==> src/rtl/lf_pkg.sv <==
package lf_pkg;

    typedef enum logic [2:0] {
        ST_IDLE,
        ST_ADDR,
        ST_ACCESS,
        ST_XFER,
        ST_DONE
    } fill_state_t;

    localparam logic [31:0] FILL_MULT = 32'h9E37_79B9;
    localparam logic [31:0] FILL_MASK = 32'h5A5A_C3C3;

    // Reset-time content of global word g in the interleaved memory model.
    function automatic logic [31:0] fill_pattern(input logic [31:0] g);
        return (g * FILL_MULT) ^ FILL_MASK;
    endfunction

endpackage

==> src/rtl/lf_bank.sv <==
module lf_bank #(
    parameter int DATA_W    = 32,
    parameter int ROW_W     = 4,
    parameter int BANK_IDX  = 0,
    parameter int NUM_BANKS = 4,
    parameter int ACC_CYC   = 24
) (
    input  logic              clk,
    input  logic              rst,
    input  logic              addr_stb,
    input  logic [ROW_W-1:0]  row,
    output logic [DATA_W-1:0] rdata,
    output logic              rdy
);
    localparam int DEPTH = 1 << ROW_W;
    localparam int CW    = (ACC_CYC > 1) ? $clog2(ACC_CYC) : 1;

    logic [DATA_W-1:0] cells [DEPTH];
    logic [ROW_W-1:0]  row_q;
    logic [CW-1:0]     acc_cnt;
    logic              in_access;

    // Storage: loaded with the global-address pattern at reset.
    always_ff @(posedge clk) begin
        if (rst) begin
            for (int i = 0; i < DEPTH; i++) begin
                cells[i] <= DATA_W'(lf_pkg::fill_pattern(32'(i * NUM_BANKS + BANK_IDX)));
            end
        end
    end

    // Fixed-latency access started by the shared address strobe.
    always_ff @(posedge clk) begin
        if (rst) begin
            row_q     <= '0;
            acc_cnt   <= '0;
            in_access <= 1'b0;
            rdy       <= 1'b0;
            rdata     <= '0;
        end else if (addr_stb) begin
            row_q     <= row;
            acc_cnt   <= '0;
            in_access <= 1'b1;
            rdy       <= 1'b0;
        end else if (in_access) begin
            if (acc_cnt == CW'(ACC_CYC - 1)) begin
                rdata     <= cells[row_q];
                rdy       <= 1'b1;
                in_access <= 1'b0;
            end else begin
                acc_cnt <= acc_cnt + 1'b1;
            end
        end
    end

endmodule

==> src/rtl/lf_seq.sv <==
module lf_seq #(
    parameter int ADDR_CYC  = 4,
    parameter int ACC_CYC   = 24,
    parameter int XFER_CYC  = 4,
    parameter int NUM_WORDS = 4,
    parameter int LAT_W     = 16
) (
    input  logic                         clk,
    input  logic                         rst,
    input  logic                         start,
    output lf_pkg::fill_state_t          state,
    output logic                         accept,
    output logic                         busy,
    output logic                         done,
    output logic                         addr_stb,
    output logic                         slot_end,
    output logic [$clog2(NUM_WORDS)-1:0] word_idx,
    output logic [LAT_W-1:0]             last_lat
);
    import lf_pkg::*;

    localparam int PH_A   = (ADDR_CYC > ACC_CYC) ? ADDR_CYC : ACC_CYC;
    localparam int PH_MAX = (PH_A > XFER_CYC) ? PH_A : XFER_CYC;
    localparam int PW     = (PH_MAX > 1) ? $clog2(PH_MAX) : 1;
    localparam int WW     = $clog2(NUM_WORDS);

    fill_state_t      nxt;
    logic [PW-1:0]    phase;
    logic             phase_last;
    logic             last_word;
    logic [LAT_W-1:0] run_cnt;

    // State register.
    always_ff @(posedge clk) begin
        if (rst) state <= ST_IDLE;
        else     state <= nxt;
    end

    always_comb begin
        phase_last = 1'b0;
        unique case (state)
            ST_ADDR:   phase_last = (phase == PW'(ADDR_CYC - 1));
            ST_ACCESS: phase_last = (phase == PW'(ACC_CYC - 1));
            ST_XFER:   phase_last = (phase == PW'(XFER_CYC - 1));
            default:   phase_last = 1'b0;
        endcase
    end

    assign last_word = (word_idx == WW'(NUM_WORDS - 1));

    // Next-state logic.
    always_comb begin
        nxt = state;
        unique case (state)
            ST_IDLE:   if (start)                   nxt = ST_ADDR;
            ST_ADDR:   if (phase_last)              nxt = ST_ACCESS;
            ST_ACCESS: if (phase_last)              nxt = ST_XFER;
            ST_XFER:   if (phase_last && last_word) nxt = ST_DONE;
            ST_DONE:                                nxt = ST_IDLE;
            default:                                nxt = ST_IDLE;
        endcase
    end

    // Phase, word and latency counters.
    always_ff @(posedge clk) begin
        if (rst) begin
            phase    <= '0;
            word_idx <= '0;
            run_cnt  <= '0;
            last_lat <= '0;
        end else begin
            unique case (state)
                ST_IDLE: begin
                    phase    <= '0;
                    word_idx <= '0;
                    run_cnt  <= '0;
                end
                ST_ADDR, ST_ACCESS, ST_XFER: begin
                    run_cnt <= run_cnt + 1'b1;
                    if (phase_last) begin
                        phase <= '0;
                        if (state == ST_XFER) word_idx <= word_idx + 1'b1;
                    end else begin
                        phase <= phase + 1'b1;
                    end
                end
                ST_DONE: begin
                    last_lat <= run_cnt;
                    phase    <= '0;
                end
                default: phase <= '0;
            endcase
        end
    end

    // Outputs decoded from state.
    always_comb begin
        accept   = 1'b0;
        busy     = 1'b1;
        done     = 1'b0;
        addr_stb = 1'b0;
        slot_end = 1'b0;
        unique case (state)
            ST_IDLE: begin
                busy   = 1'b0;
                accept = start;
            end
            ST_ADDR:   addr_stb = phase_last;
            ST_ACCESS: ;
            ST_XFER:   slot_end = phase_last;
            ST_DONE:   done     = 1'b1;
            default:   busy     = 1'b0;
        endcase
    end

endmodule

==> src/rtl/lf_retmux.sv <==
module lf_retmux #(
    parameter int DATA_W    = 32,
    parameter int NUM_BANKS = 4
) (
    input  logic [NUM_BANKS*DATA_W-1:0]  bank_data,
    input  logic [NUM_BANKS-1:0]         bank_rdy,
    input  logic [$clog2(NUM_BANKS)-1:0] sel,
    input  logic                         slot_end,
    output logic                         valid,
    output logic [DATA_W-1:0]            data
);
    assign valid = slot_end & bank_rdy[sel];

    always_comb begin
        data = '0;
        if (valid) data = bank_data[sel*DATA_W +: DATA_W];
    end

endmodule

==> src/rtl/lf_fill_ctrl.sv <==
module lf_fill_ctrl #(
    parameter int DATA_W    = 32,
    parameter int NUM_BANKS = 4,
    parameter int ADDR_W    = 6,
    parameter int ADDR_CYC  = 4,
    parameter int ACC_CYC   = 24,
    parameter int XFER_CYC  = 4,
    parameter int LAT_W     = 16
) (
    input  logic                         clk,
    input  logic                         rst,
    input  logic                         start,
    input  logic [ADDR_W-1:0]            req_addr,
    output logic                         busy,
    output logic                         fill_valid,
    output logic [$clog2(NUM_BANKS)-1:0] fill_word,
    output logic [DATA_W-1:0]            fill_data,
    output logic                         done,
    output logic [LAT_W-1:0]             miss_cycles
);
    localparam int WORD_W = $clog2(NUM_BANKS);
    localparam int ROW_W  = ADDR_W - WORD_W;

    lf_pkg::fill_state_t        seq_state;
    logic                       accept;
    logic                       addr_stb;
    logic                       slot_end;
    logic [ROW_W-1:0]           row_q;
    logic [NUM_BANKS-1:0]       banks_rdy;
    logic [NUM_BANKS*DATA_W-1:0] bank_data;

    // Line row captured on acceptance; word-select bits are dropped.
    always_ff @(posedge clk) begin
        if (rst)         row_q <= '0;
        else if (accept) row_q <= req_addr[ADDR_W-1:WORD_W];
    end

    lf_seq #(
        .ADDR_CYC (ADDR_CYC),
        .ACC_CYC  (ACC_CYC),
        .XFER_CYC (XFER_CYC),
        .NUM_WORDS(NUM_BANKS),
        .LAT_W    (LAT_W)
    ) u_seq (
        .clk     (clk),
        .rst     (rst),
        .start   (start),
        .state   (seq_state),
        .accept  (accept),
        .busy    (busy),
        .done    (done),
        .addr_stb(addr_stb),
        .slot_end(slot_end),
        .word_idx(fill_word),
        .last_lat(miss_cycles)
    );

    for (genvar b = 0; b < NUM_BANKS; b++) begin : g_bank
        lf_bank #(
            .DATA_W   (DATA_W),
            .ROW_W    (ROW_W),
            .BANK_IDX (b),
            .NUM_BANKS(NUM_BANKS),
            .ACC_CYC  (ACC_CYC)
        ) u_bank (
            .clk     (clk),
            .rst     (rst),
            .addr_stb(addr_stb),
            .row     (row_q),
            .rdata   (bank_data[b*DATA_W +: DATA_W]),
            .rdy     (banks_rdy[b])
        );
    end

    lf_retmux #(
        .DATA_W   (DATA_W),
        .NUM_BANKS(NUM_BANKS)
    ) u_mux (
        .bank_data(bank_data),
        .bank_rdy (banks_rdy),
        .sel      (fill_word),
        .slot_end (slot_end),
        .valid    (fill_valid),
        .data     (fill_data)
    );

endmodule

==> config.mk <==
export PLATFORM = sky130hd
export DESIGN_NAME = lf_fill_ctrl
export DESIGN_NICKNAME = d
export VERILOG_FILES = /design/src/rtl/lf_pkg.sv /design/src/rtl/lf_bank.sv /design/src/rtl/lf_seq.sv /design/src/rtl/lf_retmux.sv /design/src/rtl/lf_fill_ctrl.sv
export SDC_FILE = /design/constraint.sdc
export NUM_CORES = 1
export LEC_CHECK = 0
export ABC_AREA = 0
export BUFFER_PORTS_ARGS = -buffer_cell sky130_fd_sc_hd__buf_2
export CELL_PAD_IN_SITES_DETAIL_PLACEMENT = 1
export CELL_PAD_IN_SITES_GLOBAL_PLACEMENT = 2
export CORE_AREA = 10 10 192 149
export CTS_CLUSTER_SIZE = 10
export DETAILED_ROUTE_END_ITERATION = 7
export DIE_AREA = 0 0 202 159
export HOLD_SLACK_MARGIN = 0.06
export PLACE_DENSITY = 0.86
export SYNTH_ARGS = -nofsm -noshare
export SYNTH_HDL_FRONTEND = slang
export SYNTH_SLANG_ARGS = --single-unit
==> constraint.sdc <==
create_clock -name clk -period 3.6 [get_ports clk]
set_clock_uncertainty 0.05 [all_clocks]
set_input_delay 0 -clock clk [delete_from_list [all_inputs] [get_ports clk]]
set_output_delay 0 -clock clk [all_outputs]
set_load 0.01 [all_outputs]
Word level (Yosys, flattened, before mapping) --
Memories as Yosys holds them, arrays and structs flattened. A register that Yosys moved wholly into a read port is not among the register bits. Cells that the tools add are included. W data, S select, Z words.
Storage, ports and cells: register bits 206, memories kept 4, bits in writable memories 1920
Memory list:
- g_bank[0].u_bank.cells | words 16, bits a word 30, read ports 1, clocked after memory_dff 1, write ports 16, RTL line lf_bank.sv:18 | logic [DATA_W-1:0] cells [DEPTH];
- g_bank[1].u_bank.cells | words 16, bits a word 30, read ports 1, clocked after memory_dff 1, write ports 16, RTL line lf_bank.sv:18
- g_bank[2].u_bank.cells | words 16, bits a word 30, read ports 1, clocked after memory_dff 1, write ports 16, RTL line lf_bank.sv:18
- g_bank[3].u_bank.cells | words 16, bits a word 30, read ports 1, clocked after memory_dff 1, write ports 16, RTL line lf_bank.sv:18
Cells by class: reductions and logical operators 22, equality and inequality tests 17, bitwise gates (word level) 7, add/subtract/negate cells 7, order comparisons 1, shifts and indexed selects 1, mux-type cells 32
Operators by type and width (count):
- $shiftx A128 B8 Y32 | 1
- $mux W32 | 1
- $pmux W16 S2 | 1
- $add A5 B1 Y5 const B | 5
- $eq A5 B5 Y1 const B | 5
- $mux W1 | 20
- $add A16 B1 Y16 const B | 1
- $reduce_and A2 Y1 | 8
- $reduce_and A3 Y1 | 5
- $mux W3 | 4
- $pmux W3 S4 | 1
- $ne A2 B1 Y1 const B | 5
- $eq A3 B2 Y1 const B | 2
- $not A1 Y1 | 6
- $reduce_or A3 Y1 | 2
- $eq A5 B2 Y1 const B | 1
- $mux W2 | 2
- $pmux W2 S2 | 1
- $reduce_and A4 Y1 | 1
- $reduce_or A2 Y1 | 2
- $reduce_or A4 Y1 | 1
- $eq A3 B1 Y1 const B | 1
- $eq A3 B3 Y1 const B | 1
- $logic_not A3 Y1 | 1
- 9 further kinds | 9

Logic depth before layout (Yosys ltp) --
Gate-level depths: netlist of run 1.
depth after elaboration 6, mapped depth 8, depth with buffers taken out 6

Modules after synthesis --
Synthesis of run 1 repeated with hierarchy kept, for this count alone.
Second synthesis, totals: cell total of the unflattened synthesis 1296, area total of the unflattened synthesis 11787.6 um2
By module, submodules not included:
- lf_bank at g_bank[3].u_bank | cells each 256, area each 2209.6 um2, seq. area each 800.8 um2, instances 1
- lf_bank at g_bank[1].u_bank | cells each 246, area each 2140.8 um2, seq. area each 800.8 um2, instances 1
- lf_bank at g_bank[0].u_bank | cells each 248, area each 2139.6 um2, seq. area each 820.8 um2, instances 1
- lf_bank at g_bank[2].u_bank | cells each 230, area each 1951.9 um2, seq. area each 740.7 um2, instances 1
- lf_seq | cells each 222, area each 1880.6 um2, seq. area each 840.8 um2, instances 1
- lf_retmux | cells each 81, area each 1325.0 um2, seq. area each 0.0 um2, instances 1
- lf_fill_ctrl | cells each 13, area each 140.1 um2, seq. area each 80.1 um2, instances 1

Least setup slack after synthesis of run 1 --
No wires, ideal clock.
kind reg-to-reg, from register g_bank[1].u_bank.row_q[0] (netlist name), to register g_bank[2].u_bank.rdata[14] (read register of g_bank[2].u_bank.cells), stages on the path, launching flop included 9, required time 3.480 ns, arrival time 2.141 ns, buffers on the path 2, setup slack 1.338 ns, cell sequence dfxtp_1 -> clkbuf_1 -> inv_1 -> ha_1 -> clkbuf_1 -> and2_1 -> nor3_1 -> or3_1 -> a21oi_1
RTL lines:
- end, declared | RTL line lf_bank.sv:12 | output logic [DATA_W-1:0] rdata,

Worst setup path after layout of run 1 --
from register u_seq.phase[0], to output fill_data[10]
Between the ends: longest elaborated chain between the ends 5, elaborated cells between the ends (all ways) 6
RTL lines:
- start, declared | RTL line lf_seq.sv:28 | logic [PW-1:0] phase;
- start signal, assigned | RTL line lf_seq.sv:84 | phase <= phase + 1'b1;
- $eq A5 B2 Y1 or $eq A5 B5 Y1 (tied branches) | RTL line lf_seq.sv:42, lf_seq.sv:44, lf_seq.sv:43
- $pmux W1 S2 (*) | RTL line lf_seq.sv:41 | unique case (state)
- $mux W1 (*) | RTL line lf_seq.sv:103 | unique case (state)
- $and A1 B1 Y1 (*) | RTL line lf_retmux.sv:12 | assign valid = slot_end & bank_rdy[sel];
- $mux W32 (*) | RTL line lf_retmux.sv:16 | if (valid) data = bank_data[sel*DATA_W +: DATA_W];
- end, declared | RTL line lf_fill_ctrl.sv:17 | output logic [DATA_W-1:0] fill_data,
Mark *: on every way between the ends. The rest lies on a longest branch, timed or not.

==> key figures, run 1 <==
Global routing
  – M1 GR Usage: 28.0%
  – Met3 Resource Use GR: 3.61%
  – Total global-route track usage: 19.1%
  – Busiest grt layer: met2
  – Met2 Use GR: 28.1%
  – Initial antenna violation count: 0
  – Number of global-route vias before repair: 8,397
  – Largest net degree at the start of global routing: 99
  – Grt total ovfl: 0
  – First-pass GRT wire length: 49.3 mm

Pwr
  – Cell Pwr Density: 377 nW/µm²
  – Max IR drop VDD: 0.000335 V
  – Static Leak: 3.73 nW

STA
  – Final Hold Viols: 0
  – Fin. max-slew vios: 0
  – Tcrit/Tclk final: 85.2%
  – Fin crit period: 3.07 ns
  – Slew headroom: 37.0%
  – Final worst setup slack: 0.532 ns
  – Tightest Pin Transition: 0.942 ns
  – RSZ-0062 raised after global routing: false
  – Fmax: 0.326 GHz
  – Setup Viol. Count Final: 0
  – Fin Setup TNS: 0 ns

Critical path
  – FF-to-FF Start: g_bank[1].u_bank.row_q[2]
  – CP startpoint: u_seq.phase[0]
  – WP data arrival: 3.02 ns
  – Startpoint Class: flop
  – Kind of critical path: flop to primary output
  – Crit-path max FO: 19
  – Worst setup EP type: primary output
  – CP Data Required Time: 3.55 ns

Clocking
  – CTS HTree Levels: 4
  – CTS Root Cell: clkbuf_16
  – Clk slew on worst S/H paths: 0.07 ns
  – Post-CTS setup repair buffer count: 0
  – Post_cts resized: 0
  – CTS Hold Buffers Added: 6
  – Sink Count: 192
  – Clk buf depth: 2
  – Clock Latency Late Sink: 0.45 ns
  – Num CTS Buffers: 17
  – CTS tree: done

Detailed routing
  – WL final: 30.8 mm
  – DRT Pass-1 Iters: 4
  – Initial DRC count: 571
  – Wirelength per Cell: 20.7 µm
  – DR DRC count: 0
  – Vias per inst: 5.63
  – Post-route ant nets: 0
  – Vias: 8,388

Logic synthesis
  – Synth Flop Type: dfxtp_1
  – Synth cell types: 70
  – Post-Syn Area: 9810 µm²
  – Fraction of registers with async set/reset: 0%
  – Syn_nets: 1,160
  – Sequential area share after synthesis: 39.2%
  – Synth Area per Inst: 8.67 µm²
  – EDFF count, synth: 0
  – Number of synthesized register bits: 192
  – Post-synthesis cell count: 1,131
  – Synth Warn #: 0

Floorplanning
  – Die extent in x: 202 µm
  – DIE AREA: 32,100 µm²
  – Initial Utilization: 39.7%
  – IO Count: 62
  – Total core area: 24,700 µm²
  – Core Rows: 50
  – Die Ht: 159 µm

Placement
  – Inst Count DP: 1,454
  – Post-place setup slack: 0.954 ns
  – DP Wirelength: 20.5 mm
  – Port Buffers: 59
  – Gpl congestion: 0.849
  – Area after DPL: 10,200 µm²

Final layout
  – Layout Utilization: 43.7%
  – Number of fill cells: 2,906
  – Final #Nets: 1,170
  – Design area: 10,800 µm²
  – Synthesis-to-finish area growth: 10.1%
  – Most common cell after layout, fill and taps aside: dfxtp_1
  – Most frequent cells in the layout: dfxtp_1 (188), nand2_1 (165), nor2_1 (127)
  – Non-filler cells, final: 1,489
  – Antenna diodes: 0
  – Share of cells above drive strength 1: 15.9%

Worst hold path
  – Hold path start: req_addr[4]
  – Worst min-delay path category: input pin to flop

Run status
  – Outcome: finished clean

Flow run
  – Max Cap Viol: 0
==> cells in the mapped netlist (7+ instances only) <==
cell	number	area, µm²
dfxtp_1	192	3840
nand2_1	165	619
nor2_1	127	477
a21oi_1	119	596
clkbuf_1	55	206
nor2b_1	41	257
nand3_1	34	170
nor3_1	34	170
mux4_2	31	698
a211oi_1	24	180
o21ai_0	22	110
o211ai_1	21	158
ha_1	20	250
nand2b_1	20	125
xor2_1	19	166
buf_6	18	203
inv_1	14	52.6
mux2i_1	14	140
xnor2_1	13	114
a311oi_1	12	105
buf_2	11	55.1
buf_1	10	37.5
and3_1	9	56.3
a311oi_2	7	105
==> logic make-up (layout without fill, tap and decap cells) <==
group	after synthesis	count (layout)	synth area share [%]
compound gates	258	258	18.3
fa+ha+maj	20	20	2.55
flops	192	192	39.2
mux	47	47	8.78
buf+inv	111	131	5.84
xor+xnor	32	32	2.86
simple gates	471	471	22.5
==> cell type report <==
class	count	area (µm²)	share of cell area (%)
clock buffer	19	453	4.19
clock inverter	10	88.8	0.823
inverter	15	56.3	0.521
multi-input combinational	828	5390	49.9
sequential	192	3850	35.6
tap	338	423	3.92
timing repair buffer	87	536	4.96
==> critical path, stage by stage, from the launching register on <==
cell     delay [ns]
dfxtp_1        0.35
ha_1           0.26
or4b_4         0.63
nor2_4         0.18
nand3_2        0.36
buf_4          0.39
nor2b_1        0.21
buf_2          0.17
==> routing by layer <==
metal / wire (µm) / vias up
met5: 0 / -
met4: 329 / 0
met3: 1710 / 17
met2: 13400 / 202
met1: 15300 / 4173
li1: - / 3996
==> final timing paths <==
| kind | to | slack, ns | cells after the start |
|---|---|---|---|
| hold / removal | row_q[2] | 0.28 | 4 |
| setup reg to reg | g_bank[0].u_bank.rdata[12] | 0.97 | 6 |
| hold reg to reg | g_bank[0].u_bank.rdata[30] | 0.40 | 2 |
| setup / recovery | fill_data[10] | 0.53 | 7 |
==> metrics by stage <==
step	power, mW	hold slack, ns
final	4.07	0.275
after global routing	4.19	0.317
after detailed placement	2.26	0.197
after global placement	2.26	0.186
after floorplan	2.24	0.0971
after CTS	4.09	0.259
==> power breakdown <==
| group | switching (mW) | internal [mW] |
|---|---|---|
| clock | 0.871 | 0.978 |
| sequential | 0.00395 | 2.13 |
| combinational | 0.0623 | 0.0230 |
==> sequential cells by signal (all words and copies together) (netlist names) <==
register / count
g_bank.u_bank.rdata: 114
g_bank.u_bank.acc_cnt: 20
u_seq.last_lat: 16
u_seq.run_cnt: 16
u_seq.phase: 5
g_bank.u_bank.in_access: 4
g_bank.u_bank.rdy: 4
g_bank.u_bank.row_q: 4
row_q: 4
u_seq.state: 3
u_seq.word_idx: 2
(Power assumes the default switching activity.)
==> run 2: changes to the inputs <==
ABC_AREA = 1   (was 0)
CORE_AREA = 10 10 204 158   (was 10 10 192 149)
DIE_AREA = 0 0 214 168   (was 0 0 202 159)
PLACE_DENSITY = 0.87   (was 0.86)
==> run 2 against run 1 <==
Effect of this change:
- cell area up 5.4%
- flip-flop and latch count unchanged
- sequential share of layout area down 1.8 points
- largest power group unchanged
- sequential power up 3%
- largest cell class unchanged
- critical endpoint is now fill_data[4]
- critical path depth up 3
- worst setup slack worse by 0.14 ns
- global-route usage up 1.1 points
- area after synthesis up 2.5%
==> key figures, run 2 <==
Run status
  – Outcome: finished clean

Global routing
  – Number of global-route vias before repair: 10,343
  – Grt total ovfl: 0
  – Largest net degree at the start of global routing: 73
  – Initial antenna violation count: 0
  – First-pass GRT wire length: 58.7 mm
  – Total global-route track usage: 20.2%

Logic synthesis
  – Most common cell in the netlist: nand2_1
  – EDFF count, synth: 0
  – Compound-Gate Fraction of Synth Area: 12.1%
  – Post-Syn Area: 10,000 µm²
  – Mux contribution to synthesized area: 0%
  – Synth Warn #: 0
  – Sequential area share after synthesis: 38.3%
  – Main combinational cell family by area after synthesis: simple AND/OR/NAND/NOR gates
  – Top post-synthesis cells by area: dfxtp_1 (38%), nand2_1 (14%), nor2_1 (13%)
  – Top post-synthesis cells by count: nand2_1 (388), nor2_1 (359), dfxtp_1 (192)
  – Synth Flop Type: dfxtp_1
  – Post-synth top area cell: dfxtp_1
  – Adder-Cell Fraction of Synth Area: 2.49%
  – Synth Area per Inst: 6.36 µm²
  – Fraction of registers with async set/reset: 0%
  – Post-synthesis cell count: 1,580
  – Synth cell types: 34
  – Number of synthesized register bits: 192
  – Syn_nets: 1,609
  – Post-Synth Simple-Gate Area: 38.7%
  – Post-Synth XOR/XNOR Area: 0.697%
  – Synth top area share: 38.3%

Detailed routing
  – Vias: 10,279
  – Wirelength per Cell: 18.3 µm
  – Initial DRC count: 728
  – DRT Pass-1 Iters: 5
  – WL final: 36.8 mm
  – DR DRC count: 0
  – Post-route ant nets: 0
  – Vias per inst: 5.11

Pwr
  – Max IR drop VDD: 0.000314 V
  – Power Total: 4.86 mW
  – Cell Pwr Density: 427 nW/µm²
  – Static Leak: 4.84 nW

STA
  – Tightest Pin Transition: 0.872 ns
  – Fin crit period: 3.21 ns
  – Setup Viol. Count Final: 0
  – Tcrit/Tclk final: 89.2%
  – Fin Setup TNS: 0 ns
  – Fmax: 0.312 GHz
  – Slew headroom: 41.9%
  – Final worst setup slack: 0.390 ns
  – Final Hold Viols: 0
  – Fin. max-slew vios: 0
  – RSZ-0062 raised after global routing: false
  – WHS: 0.398 ns

Floorplanning
  – IO Count: 62
  – Total core area: 28,400 µm²
  – Die Ht: 168 µm
  – Initial Utilization: 35.3%
  – DIE AREA: 36,000 µm²
  – Die extent in x: 214 µm
  – Core Rows: 54

Placement
  – Inst Count DP: 1,967
  – Port Buffers: 59
  – Post-place setup slack: 0.884 ns
  – Area after DPL: 10,700 µm²
  – DP Wirelength: 24.5 mm
  – Gpl congestion: 0.843

Clocking
  – Num CTS Buffers: 17
  – CTS Hold Buffers Added: 14
  – Sink Count: 192
  – CTS Root Cell: clkbuf_16
  – CTS HTree Levels: 4
  – Post_cts resized: 0
  – Clk slew on worst S/H paths: 0.08 ns
  – Clock Latency Late Sink: 0.45 ns
  – CTS tree: done
  – Post-CTS setup repair buffer count: 0
  – Clk buf depth: 2

Final layout
  – Register area: 3850 µm²
  – Number of fill cells: 3,760
  – Most frequent cells in the layout: nand2_1 (388), nor2_1 (359), dfxtp_1 (189)
  – Design area: 11,400 µm²
  – Synthesis-to-finish area growth: 13.3%
  – Most common cell after layout, fill and taps aside: nand2_1
  – Final #Nets: 1,637
  – Share of cells above drive strength 1: 8.21%
  – Layout Utilization: 40.0%
  – Biggest registers after layout: g_bank.u_bank.rdata x114, g_bank.u_bank.acc_cnt x20
  – Antenna diodes: 0
  – Area of the multi-input gates: 5420 µm²
  – Non-filler cells, final: 2,011
  – Max reg flops: 114
  – Most flops, register: g_bank.u_bank.rdata

Critical path
  – Worst setup EP type: primary output
  – Crit-path max FO: 26
  – WP data arrival: 3.16 ns
  – Kind of critical path: flop to primary output
  – Cells on worst reg2reg path: 8
  – Startpoint Class: flop
  – CP Data Required Time: 3.55 ns

Worst hold path
  – Worst hold stages: 1
  – Worst min-delay path category: flop to flop

Flow run
  – Max Cap Viol: 0
run 2: final timing paths:
| path | slack [ns] | endpoint | startpoint |
|---|---|---|---|
| worst max register to register | 0.96 | g_bank[0].u_bank.rdata[26] | u_seq.phase[0] |
| worst min-delay path | 0.40 | u_seq.phase[0] | u_seq.phase[0] |
| worst max-delay path | 0.39 | fill_data[4] | u_seq.word_idx[1] |
| worst min register to register | 0.40 | u_seq.phase[0] | u_seq.phase[0] |
run 2: kinds of logic (layout without fill, tap and decap cells):
group	count (synthesis)	after routing
simple gates	933	933
compound gates	227	227
buf+inv	200	239
flops	192	192
fa+ha+maj	20	20
xor+xnor	8	8
run 2: power by group:
group | switching (mW) | internal, mW
logic | 0.493 | 0.190
clock network | 0.913 | 1.06
registers | 0.0369 | 2.16
run 2: layout make-up:
class                           instances  share of cell area [%]
Multi-Input combinational cell       1188                    47.6
Sequential cell                       192                    33.8
Timing Repair Buffer                   97                    5.41
Tap cell                              392                    4.31
Clock buffer                           19                    3.98
Inverter                              112                    3.72
Clock inverter                         11                    1.15
run 2: worst max-delay path, cell delays in order, from the launching register on:
cell      delay, ns
dfxtp_2        0.66
clkinv_1       0.13
buf_4          0.29
a21oi_1        0.16
o21ai_0        0.11
nand2_1        0.14
inv_1          0.06
nor2_2         0.57
nand3_1        0.13
nand2_1        0.25
buf_2          0.19
run 2: routing by layer:
| layer | part of all wire [%] | global-route usage, % | vias to the layer above |
|---|---|---|---|
| met5 | 0 | 0 | - |
| met4 | 1.3 | 4.40 | 0 |
| met3 | 4.8 | 3.08 | 27 |
| met2 | 44 | 31.7 | 201 |
| met1 | 50 | 28.7 | 4957 |
| li1 | - | - | 5094 |
==> run 3: changes to the inputs <==
ABC_AREA = not set   (was 1)
CORE_AREA = 10 10 192 149   (was 10 10 204 158)
CTS_CLUSTER_DIAMETER = 50   (was not set)
DIE_AREA = 0 0 202 159   (was 0 0 214 168)
PLACE_DENSITY = 0.86   (was 0.87)
REMOVE_ABC_BUFFERS = 1   (was not set)
==> run 3 against run 2 <==
Effect of this change:
- die area decreased by 11%
- fmax increased by 8.2%
- wire length decreased by 18%
- register-to-register slack got worse by 0.18 ns
- combinational power decreased by 87%
- worst setup slack improved by 0.24 ns
- first-iteration DRC count decreased by 18%
- largest cell class unchanged
==> key figures, run 3 (same netlist as run 1, synthesis figures left out) <==
Run status
  – Outcome: finished clean

Pwr
  – Cell Pwr Density: 380 nW/µm²
  – Sequential group share of total power: 51.6%
  – Max IR drop VDD: 0.000338 V
  – Comb power frac: 2.2%
  – Power Total: 4.14 mW
  – Sw Ratio: 23.6%
  – Static Leak: 3.76 nW
  – Clock Power Share: 46.3%
  – P_sw: 0.976 mW
  – P_int: 3.16 mW

Critical path
  – FF-to-FF Start: u_seq.phase[0]
  – Worst setup EP type: primary output
  – R2r setup slk: 0.78 ns
  – CP Data Required Time: 3.55 ns
  – CP startpoint: u_seq.phase[0]
  – Cells on worst reg2reg path: 6
  – Kind of critical path: flop to primary output
  – Crit Reg-Reg Endpoint: g_bank[1].u_bank.rdata[10]
  – Startpoint Class: flop
  – WP data arrival: 2.92 ns
  – Crit-path max FO: 21

STA
  – WHS: 0.374 ns
  – Tcrit/Tclk final: 82.4%
  – Fin. max-slew vios: 0
  – Fin crit period: 2.97 ns
  – Tightest Pin Transition: 1.11 ns
  – Final Hold Viols: 0
  – Fin Setup TNS: 0 ns
  – Setup Viol. Count Final: 0
  – Final worst setup slack: 0.635 ns
  – Fmax: 0.337 GHz
  – RSZ-0062 raised after global routing: false
  – Slew headroom: 26.1%

Global routing
  – Total global-route track usage: 18.5%
  – First-pass GRT wire length: 48.3 mm
  – Grt total ovfl: 0
  – Number of global-route vias before repair: 8,463
  – Initial antenna violation count: 0
  – Largest net degree at the start of global routing: 71

Placement
  – Gpl congestion: 0.796
  – Post-place setup slack: 0.764 ns
  – DP Wirelength: 19.4 mm
  – Inst Count DP: 1,457
  – Area after DPL: 10,200 µm²
  – Port Buffers: 59

Detailed routing
  – Vias per inst: 5.63
  – Vias: 8,444
  – Initial DRC count: 597
  – DRT Pass-1 Iters: 5
  – Post-route ant nets: 0
  – Wirelength per Cell: 20.1 µm
  – WL final: 30.2 mm
  – DR DRC count: 0

Floorplanning
  – Die Ht: 159 µm
  – Core Rows: 50
  – DIE AREA: 32,100 µm²
  – Initial Utilization: 39.7%
  – Die extent in x: 202 µm
  – Total core area: 24,700 µm²
  – IO Count: 62

Final layout
  – Most frequent cells in the layout: dfxtp_1 (188), nand2_1 (165), nor2_1 (127)
  – Share of cells above drive strength 1: 16.2%
  – Biggest registers after layout: g_bank.u_bank.rdata x114, g_bank.u_bank.acc_cnt x20
  – Max reg flops: 114
  – Design area: 10,900 µm²
  – Final #Nets: 1,177
  – Most common cell after layout, fill and taps aside: dfxtp_1
  – Most flops, register: g_bank.u_bank.rdata
  – Non-filler cells, final: 1,499
  – Layout Utilization: 44.1%
  – Antenna diodes: 0
  – Synthesis-to-finish area growth: 11.1%
  – Number of fill cells: 2,897

Worst hold path
  – Worst hold stages: 4
  – Hold path start: start
  – Worst min-delay path category: input pin to flop
  – Worst hold endpoint: u_seq.state[0]

Clocking
  – Clk slew on worst S/H paths: 0.07 ns
  – Clock Latency Late Sink: 0.45 ns
  – CTS Root Cell: clkbuf_16
  – CTS tree: done
  – Post_cts resized: 0
  – Num CTS Buffers: 17
  – Clk buf depth: 2
  – Sink Count: 192
  – CTS HTree Levels: 4

Flow run
  – Max Cap Viol: 0
-- run 3: cell types whose count changed in the layout (fill, tap and decap cells not counted), sizes merged, moves of 19 or more --
| cell | before | now |
|---|---|---|
| nor3 | 13 | 38 |
| o21ai | 92 | 22 |
| mux4 | 0 | 31 |
| a311oi | 0 | 19 |
| inv | 111 | 19 |
| nor2 | 363 | 128 |
| nand3 | 112 | 35 |
| o211ai | 1 | 25 |
| nor2b | 0 | 41 |
| nand2 | 393 | 166 |
| nand3b | 35 | 3 |
| nand2b | 0 | 20 |
| a211oi | 0 | 30 |
-- run 3: worst max-delay path by stage --
| stage | to | slack (ns) | cells past startpoint |
|---|---|---|---|
| after floorplan | g_bank[1].u_bank.rdata[19] | -0.15 | 4 |
| final | fill_data[3] | 0.63 | 7 |
| after global routing | fill_data[3] | 0.37 | 7 |
| after global placement | g_bank[1].u_bank.rdata[10] | 0.85 | 6 |
| after CTS | fill_data[3] | 0.54 | 7 |
| after detailed placement | g_bank[1].u_bank.rdata[10] | 0.76 | 6 |
-- run 3: layout make-up --
cell class	instances	area [µm²]	area share (%)
inverters	15	56.3	0.517
repair buffers	94	598	5.49
clock inverters	12	121	1.11
flip-flops and latches	192	3850	35.3
clock buffers	20	457	4.19
multi-input cells	828	5390	49.5
well taps	338	423	3.88
-- run 3: critical path, stage by stage, from the launching register on --
cell and delay, ns:
dfxtp_1 0.36, ha_1 0.27, or4b_4 0.63, nor2_4 0.18, nand3_2 0.30, buf_4 0.34
nor2b_1 0.22, buf_2 0.17
-- run 3: power groups by stage --
stage	Sequential, mW	Combinational [mW]	Clock (mW)
after floorplan	2.18	0.0296	0
after global placement	2.18	0.0783	0
after detailed placement	2.18	0.0793	0
after CTS	2.13	0.0903	1.94
after global routing	2.13	0.0989	2.04
final	2.13	0.0909	1.91
-- run 3: per-layer routing --
metal | vias to the layer above | part of all wire (%) | global-route usage (%)
li1 | 4018 | - | -
met3 | 19 | 5.1 | 3.53
met2 | 201 | 45 | 28.6
met4 | 0 | 0.93 | 4.16
met5 | - | 0 | 0
met1 | 4206 | 49 | 26.1
-- run 3: timing repair --
item,in CTS,in global routing
setup buffers,0,0
hold buffers,10,0
endpoints found under the hold margin,38,0
